### config.mk
export PLATFORM = sky130hd
export DESIGN_NAME = serrx_core
export DESIGN_NICKNAME = d
export VERILOG_FILES = /design/src/rtl/serrx_pkg.sv /design/src/rtl/rx_baud_gen.sv /design/src/rtl/rx_line_front.sv /design/src/rtl/rx_frame_fsm.sv /design/src/rtl/serrx_core.sv
export SDC_FILE = /design/constraint.sdc
export NUM_CORES = 1
export LEC_CHECK = 0
export CORE_MARGIN = 1
export CORE_UTILIZATION = 51
export CTS_CLUSTER_DIAMETER = 40
export DETAILED_ROUTE_END_ITERATION = 16
export PLACE_DENSITY = 0.8
export SETUP_SLACK_MARGIN = 0.3
export SLEW_MARGIN = 20
export SYNTH_ARGS = -nofsm -noshare
export SYNTH_HDL_FRONTEND = slang
export SYNTH_SLANG_ARGS = --single-unit
### constraint.sdc
create_clock -name clk -period 3.61 [get_ports clk]
set_clock_uncertainty 0.1 [all_clocks]
set_input_delay 0.9025 -clock clk [delete_from_list [all_inputs] [get_ports clk]]
set_output_delay 0.9025 -clock clk [all_outputs]
set_load 0.005 [all_outputs]
### src/rtl/serrx_pkg.sv
package serrx_pkg;

    localparam int FRAME_W = 11;

    typedef enum logic [1:0] {
        ST_HUNT,
        ST_START,
        ST_DATA,
        ST_STOP
    } rx_state_e;

    typedef struct packed {
        logic [8:0] word;
        logic       frame_err;
        logic       noise;
        logic       par_err;
    } rx_frame_t;

    function automatic logic vote3(input logic a, input logic b, input logic c);
        return (a & b) | (a & c) | (b & c);
    endfunction

    function automatic logic split3(input logic a, input logic b, input logic c);
        return (a ^ b) | (b ^ c);
    endfunction

endpackage

### src/rtl/rx_baud_gen.sv
module rx_baud_gen #(
    parameter int DIV_W = 13
) (
    input  logic             clk,
    input  logic             rst,
    input  logic [DIV_W-1:0] div,
    output logic             tick
);
    logic [DIV_W-1:0] cnt;

    always_ff @(posedge clk) begin
        if (rst || div == '0) begin
            cnt  <= '0;
            tick <= 1'b0;
        end else if (cnt >= div - 1'b1) begin
            cnt  <= '0;
            tick <= 1'b1;
        end else begin
            cnt  <= cnt + 1'b1;
            tick <= 1'b0;
        end
    end

    a_r1_tick_spacing: assert property (@(posedge clk) disable iff (rst)
        (tick && div > 1 && $stable(div)) |=> !tick);

endmodule

### src/rtl/rx_line_front.sv
module rx_line_front #(
    parameter int SYNC = 2
) (
    input  logic clk,
    input  logic rst,
    input  logic rx_pin,
    input  logic tx_loop,
    input  logic loop_en,
    input  logic inv_pol,
    output logic line
);
    logic            raw;
    logic [SYNC-1:0] chain;

    assign raw = (loop_en ? tx_loop : rx_pin) ^ inv_pol;

    generate
        for (genvar i = 0; i < SYNC; i++) begin : g_sync
            always_ff @(posedge clk) begin
                if (rst)
                    chain[i] <= 1'b1;
                else if (i == 0)
                    chain[i] <= raw;
                else
                    chain[i] <= chain[(i == 0) ? 0 : i-1];
            end
        end
    endgenerate

    assign line = chain[SYNC-1];

endmodule

### src/rtl/rx_frame_fsm.sv
module rx_frame_fsm
    import serrx_pkg::*;
#(
    parameter int OVS = 16
) (
    input  logic      clk,
    input  logic      rst,
    input  logic      tick,
    input  logic      line,
    input  logic      nine_bit,
    input  logic      par_en,
    input  logic      par_odd,
    output logic      active,
    output logic      done,
    output rx_frame_t res
);
    localparam int CW    = $clog2(OVS + 1);
    localparam int S_MID = OVS / 2;
    localparam int S_LO  = S_MID - 1;
    localparam int S_HI  = S_MID + 1;

    rx_state_e            state;
    logic [CW-1:0]        cnt;
    logic [CW-1:0]        n;
    logic [1:0]           early;
    logic [3:0]           bitn;
    logic [FRAME_W-1:0]   sh;
    logic                 nacc;
    logic                 vote, dis, last_bit, at_vote;
    logic [8:0]           word;

    assign n        = cnt + 1'b1;
    assign vote     = vote3(early[0], early[1], line);
    assign dis      = split3(early[0], early[1], line);
    assign at_vote  = tick && (state != ST_HUNT) && (n == CW'(S_HI));
    assign last_bit = (bitn == (nine_bit ? 4'd8 : 4'd7));
    assign word     = nine_bit ? sh[FRAME_W-1:2] : {1'b0, sh[FRAME_W-1:3]};
    assign active   = (state != ST_HUNT);

    always_ff @(posedge clk) begin
        if (rst) begin
            state <= ST_HUNT;
            cnt   <= '0;
            early <= '0;
            bitn  <= '0;
            sh    <= '0;
            nacc  <= 1'b0;
            done  <= 1'b0;
            res   <= '0;
        end else begin
            done <= 1'b0;
            if (tick) begin
                if (state == ST_HUNT) begin
                    if (!line) begin
                        state <= ST_START;
                        cnt   <= CW'(1);
                    end
                end else begin
                    cnt <= (n == CW'(OVS)) ? '0 : n;
                    if (n == CW'(S_LO)) early[0] <= line;
                    if (n == CW'(S_MID)) early[1] <= line;
                    if (n == CW'(S_HI)) begin
                        case (state)
                            ST_START: begin
                                if (vote) begin
                                    state <= ST_HUNT;
                                end else begin
                                    sh   <= {vote, sh[FRAME_W-1:1]};
                                    nacc <= dis;
                                end
                            end
                            ST_DATA: begin
                                sh   <= {vote, sh[FRAME_W-1:1]};
                                nacc <= nacc | dis;
                            end
                            ST_STOP: begin
                                done          <= 1'b1;
                                res.word      <= word;
                                res.frame_err <= !vote;
                                res.noise     <= nacc | dis;
                                res.par_err   <= par_en && ((^word) != par_odd);
                                state         <= ST_HUNT;
                            end
                            default: ;
                        endcase
                    end
                    if (n == CW'(OVS)) begin
                        if (state == ST_START) begin
                            state <= ST_DATA;
                            bitn  <= '0;
                        end else if (state == ST_DATA) begin
                            if (last_bit) state <= ST_STOP;
                            else bitn <= bitn + 1'b1;
                        end
                    end
                end
            end
        end
    end

    a_r11_false_start: assert property (@(posedge clk) disable iff (rst)
        (state == ST_START && at_vote && vote) |=> (!active && !done));

    a_r14_done_ends_frame: assert property (@(posedge clk) disable iff (rst)
        done |-> !active);

endmodule

### src/rtl/serrx_core.sv
module serrx_core
    import serrx_pkg::*;
#(
    parameter int DIV_W = 13,
    parameter int OVS   = 16,
    parameter int SYNC  = 2
) (
    input  logic             clk,
    input  logic             rst,
    input  logic [DIV_W-1:0] baud_div,
    input  logic             rx_pin,
    input  logic             tx_loop,
    input  logic             loop_en,
    input  logic             inv_pol,
    input  logic             nine_bit,
    input  logic             par_en,
    input  logic             par_odd,
    input  logic             rie,
    input  logic             ilie,
    input  logic             ack,
    output logic [7:0]       rx_data,
    output logic             rx_bit8,
    output logic             full,
    output logic             overrun,
    output logic             frame_err,
    output logic             noise,
    output logic             par_err,
    output logic             idle,
    output logic             active,
    output logic             irq_rx,
    output logic             irq_idle
);
    localparam int IDLE8 = OVS * 10;
    localparam int IDLE9 = OVS * 11;
    localparam int IW    = $clog2(IDLE9 + 1);

    logic      tick, line, done;
    rx_frame_t res;
    logic [IW-1:0] quiet;
    logic [IW-1:0] quiet_lim;
    logic          idle_set;

    rx_baud_gen #(.DIV_W(DIV_W)) u_baud (
        .clk(clk), .rst(rst), .div(baud_div), .tick(tick)
    );

    rx_line_front #(.SYNC(SYNC)) u_front (
        .clk(clk), .rst(rst), .rx_pin(rx_pin), .tx_loop(tx_loop),
        .loop_en(loop_en), .inv_pol(inv_pol), .line(line)
    );

    rx_frame_fsm #(.OVS(OVS)) u_fsm (
        .clk(clk), .rst(rst), .tick(tick), .line(line),
        .nine_bit(nine_bit), .par_en(par_en), .par_odd(par_odd),
        .active(active), .done(done), .res(res)
    );

    assign quiet_lim = nine_bit ? IW'(IDLE9) : IW'(IDLE8);
    assign idle_set  = tick && !active && line && (quiet == quiet_lim - 1'b1);

    always_ff @(posedge clk) begin
        if (rst || active || !line)
            quiet <= '0;
        else if (tick && quiet < quiet_lim)
            quiet <= quiet + 1'b1;
    end

    always_ff @(posedge clk) begin
        if (rst) begin
            rx_data   <= '0;
            rx_bit8   <= 1'b0;
            full      <= 1'b0;
            overrun   <= 1'b0;
            frame_err <= 1'b0;
            noise     <= 1'b0;
            par_err   <= 1'b0;
            idle      <= 1'b0;
        end else begin
            if (ack) begin
                full      <= 1'b0;
                overrun   <= 1'b0;
                frame_err <= 1'b0;
                noise     <= 1'b0;
                par_err   <= 1'b0;
                idle      <= 1'b0;
            end
            if (idle_set) idle <= 1'b1;
            if (done) begin
                if (full && !ack) begin
                    overrun <= 1'b1;
                end else begin
                    rx_data   <= res.word[7:0];
                    rx_bit8   <= res.word[8];
                    full      <= 1'b1;
                    frame_err <= res.frame_err;
                    noise     <= res.noise;
                    par_err   <= res.par_err;
                end
            end
        end
    end

    assign irq_rx   = rie && (full || overrun);
    assign irq_idle = ilie && idle;

    a_r6_ack_clears: assert property (@(posedge clk) disable iff (rst)
        (ack && !done) |=> (!full && !overrun && !frame_err && !noise && !par_err));

    a_r10_overrun_holds: assert property (@(posedge clk) disable iff (rst)
        (done && full && !ack) |=> (overrun && $stable(rx_data) && $stable(rx_bit8)));

    a_r12_idle_when_quiet: assert property (@(posedge clk) disable iff (rst)
        $rose(idle) |-> !active);

endmodule

==> impl_summary.md <==
Outcome
The flow ran to the end, and the final reports show no timing, DRC or antenna violations.

Clock tree
CTS saw 75 sinks. The clock reaches the later pin of the worst-skew pair after approximately 360 ps. The buffer levels on the longest clock path is 2. The number of levels in the clock H-tree is 3. TritonCTS built the clock tree. The CTS buffer count is 9. After clock tree synthesis, the clock-pin slew on the worst setup and hold paths is approximately 80 ps. For this design, the CTS-stage hold fixing added 0 buffers. The tree is rooted in a clkbuf_8.

Timing
Based on the critical path, the design can be clocked at up to between 0.2 and 0.3 GHz. Setup violations remaining at the end of the flow were counted as 0. The max-slew violation count is 0. At the pin with the least slew margin, the transition time is around 540 ps. Setup repair after global routing could not meet its margin everywhere.

The final worst hold slack is 332 ps. The time the final worst path needs with I/O delays and setup is between 3000 and 4000 ps. The worst pin sits at a relative slew slack of 63.7%. The number of hold violations in the final report is 0. The ratio of final minimum period to clock period is between 90% and 100%.

Worst hold path
The kind of path behind the tightest hold check is flop to flop. The endpoint with the worst hold slack is u_front.line. The worst hold path startpoint is u_front.chain[0]. The hold path depth is 1.

Synthesis
The biggest area contributor in the post-synthesis netlist is dfxtp_1. The async set-reset flop share out of synthesis is 0%. The warning count from the yosys run is 0. After synthesis, the netlist uses 59 different library cells. Of the post-synthesis cell area, the dominant cell type holds 37.1%. Synthesis produced a netlist with a net count of 518.

The synthesized design contains 75 register bits. The commonest register cell after synthesis is dfxtp_1. By area the synthesized netlist is led by dfxtp_1 37%, ha_1 8.3%, nor2_1 5.1%.

Synthesis produced approximately 470 cells. The cell area after technology mapping is between 4000 and 5000 um^2. Of the synthesized area, sequential elements account for about 37%. The count of flip-flops with a built-in enable after synthesis is 0. The post-synthesis average cell area is ~8.7 um^2. In the synthesized netlist, the cells that appear most often are 75 x dfxtp_1, 55 x nor2_1, 49 x nand2_1, 30 x a21oi_1, 27 x ha_1. Among all cell types in the netlist, the one instantiated most often is dfxtp_1.

Power and ir drop
The total power divided by cell area is about 350 nW/um^2. IR analysis of the VDD net gives a maximum drop of roughly 0.24 mV. The leakage power is 0.00195 uW.

Setup path
The critical path's largest stage delay is ~530 ps. The cell with the largest stage delay on the worst path is or4_4. The capturing point of the worst reg2reg path is u_fsm.sh[2]. The critical path in this run is classified as input pin to flop. The count of cells along the worst register-to-register path is 6. Counting both buffers and inverters, the worst setup path holds a total of 2. Along the worst path, the maximum fanout reaches 5. Among cell families on the critical path, the largest total delay comes from simple AND/OR/NAND/NOR gates. The source of the worst register-to-register timing path is u_fsm.cnt[0]. STA classifies the critical path startpoint as an input pin. Data on the critical path is required at its endpoint by ~3800 ps. The signal on the critical path passes through buf_6 -> or4_4 -> or4_4 -> or3_4 -> nor3_4 -> xnor2_1 -> ha_1 -> a21o_1 -> a21oi_4 -> o311ai_4 -> buf_6 -> nor2_4.

The worst setup path is captured at a flop. At the worst endpoint, the arrival time is between 3000 and 4000 ps. Across all register-to-register paths, the minimum setup slack is approximately 900 ps.

Routing
The count of nets left with antenna violations once routing finished came out at 0. After detailed routing, the number of remaining DRC violations is 0. The first detailed-routing pass ran for 4 iterations. After detailed routing, the total wire length is about 8.3 mm. The via total after detailed routing is roughly 3500.

The routed wirelength normalized by instance count is about 13 um. After detailed routing, the number of vias per cell comes to roughly 5.5. For this block, the initial DRC count from the detailed router was around 110.

Placed design
In this run the cell area measured after placement is 4690 um^2. The count of input and output buffers is 42. The HPWL after detailed placement is 5.94 mm.

The final weighted congestion in routability-driven placement is 0.827.

Layout
The area growth from synthesis to layout is 25.4%. In the final layout, the multi-input gates occupy 2530 um^2. Summing all non-filler instances in the final layout gives an area of 5080 um^2. The post-route netlist has between 10% and 20% of its cells at a drive strength greater than 1. The sequential standard cell area is ~1500 um^2.

The number of antenna diodes in the final layout is 0. The count of nets after finishing is just under 600. The layout has approximately 630 filler cells.

Global routing
The number of antenna violations at the first check in global routing came to 0. The total grt overflow is 0. The number of global-route vias before repair is between 3000 and 4000.

The first-pass GRT wire length is ~14 mm. The pin count of the biggest net entering global routing is 45. Global routing used 21.3% of the available tracks.

Die
The die is 91.1 um wide. The die footprint is 8300 um^2. The core region is 7690 um^2.

The row count is 32. The initial core utilization is 52.7%. The total I/O pin count is 43.

The vertical die dimension is slightly above 90 um.

Flow run
Across the run, the number of max-cap violations was 0.
==> worst max path at each step <==
stage	from	end	slack (ps)	cells past startpoint
after floorplan	baud_div[1]	u_baud.cnt[10]	20	11
after global placement	baud_div[1]	u_baud.cnt[10]	-750	10
after detailed placement	baud_div[1]	u_baud.cnt[7]	-830	10
after CTS	baud_div[3]	u_baud.cnt[0]	-10	11
after global routing	baud_div[3]	u_baud.cnt[6]	70	12
final	baud_div[3]	u_baud.cnt[6]	140	12
==> repair_timing <==
item / in CTS / in global routing
setup endpoints to repair: 14 / 14
pin swaps: 19 / 10
gates cloned: 1 / 0
setup buffers: 3 / 2
gates resized for setup: 22 / 17
==> layout make-up <==
type	count	area share, %
Clock buffer	10	2.71
Clock inverter	6	2.19
Inverter	16	1.18
Sequential cell	75	29.6
Tap cell	102	2.51
Multi-Input combinational cell	358	49.8
Timing Repair Buffer	66	12.1
==> registers in the layout (all words and copies together), names as in the netlist, 2 cells and up <==
| signal | count |
|---|---|
| u_fsm.state | 2 |
| u_fsm.bitn | 4 |
| u_fsm.cnt | 5 |
| u_fsm.early | 2 |
| u_baud.cnt | 13 |
| u_fsm.sh | 9 |
| u_fsm.res | 12 |
| quiet | 8 |
| rx_data | 8 |
==> where the power goes <==
part | total (uW) | switching, uW | internal (uW)
clock | 795 | 316 | 479
sequential | 840 | 7.92 | 832
combinational | 150 | 74.5 | 75.5
total | 1790 | 399 | 1390
==> per-layer routing <==
layer  share of wire (%)  wire [um]  track usage, %  vias to the layer above
li1                    -          -               -                     1767
met1                  44       3660            23.7                     1620
met2                  50       4200            38.6                       64
met3                 3.7        311            4.86                       15
met4                 1.9        159            9.39                        0
met5                   0          0               0                        -
==> per-stage QoR <==
step                power [uW]  worst slack, ps  utilization (%)  instances  setup TNS [ps]
floorplan                  930             24.2                -        466               0
global placement           989             -745             61.0        611           -9810
detailed placement         994             -829             61.0        611          -10910
CTS                       1790            -10.2             64.9        631           -15.7
global route              1850             70.6             66.1        633               0
finish                    1790              143             66.1        633               0
==> cells by family (layout without fill, tap and decap cells) <==
group / Yosys count / count (layout) / share of synthesized area (%)
XOR/XNOR: 42 / 42 / 9.42
flip-flops: 75 / 75 / 37.1
buffers and inverters: 33 / 98 / 3.24
AND/OR/NAND/NOR: 181 / 181 / 22.2
multiplexers: 20 / 20 / 4.94
AO/OA/AOI/OAI: 88 / 88 / 14.8
adder cells (fa/ha/maj): 27 / 27 / 8.34
==> worst register-to-register path, stage by stage (launching register included) <==
cell       delay, ps
dfxtp_1          490
ha_1             350
and2_1           340
o21ai_1          210
a2111oi_2        510
nand3_2          320
a31o_1           290
==> placed cells by master, fill, tap and decap left out, drive strengths merged, types with 3 or more instances in the layout <==
| cell type | n |
|---|---|
| dfxtp | 75 |
| nor2 | 55 |
| nand2 | 49 |
| clkdlybuf4s50 | 38 |
| a21oi | 30 |
| ha | 27 |
| buf | 27 |
| xor2 | 22 |
| mux2i | 20 |
| xnor2 | 19 |
| inv | 17 |
| nand3 | 17 |
| o21ai | 11 |
| and2 | 10 |
| a211oi | 10 |
| clkbuf | 10 |
| and3 | 7 |
| nand4 | 7 |
| nor3 | 7 |
| nand2b | 5 |
| a21o | 5 |
| nor2b | 4 |
| nand3b | 4 |
| o21a | 3 |
| o2111ai | 3 |
| a22o | 3 |
| bufinv | 3 |
| or3b | 3 |
| a2111oi | 3 |
Power figures use the tool's default switching activity.
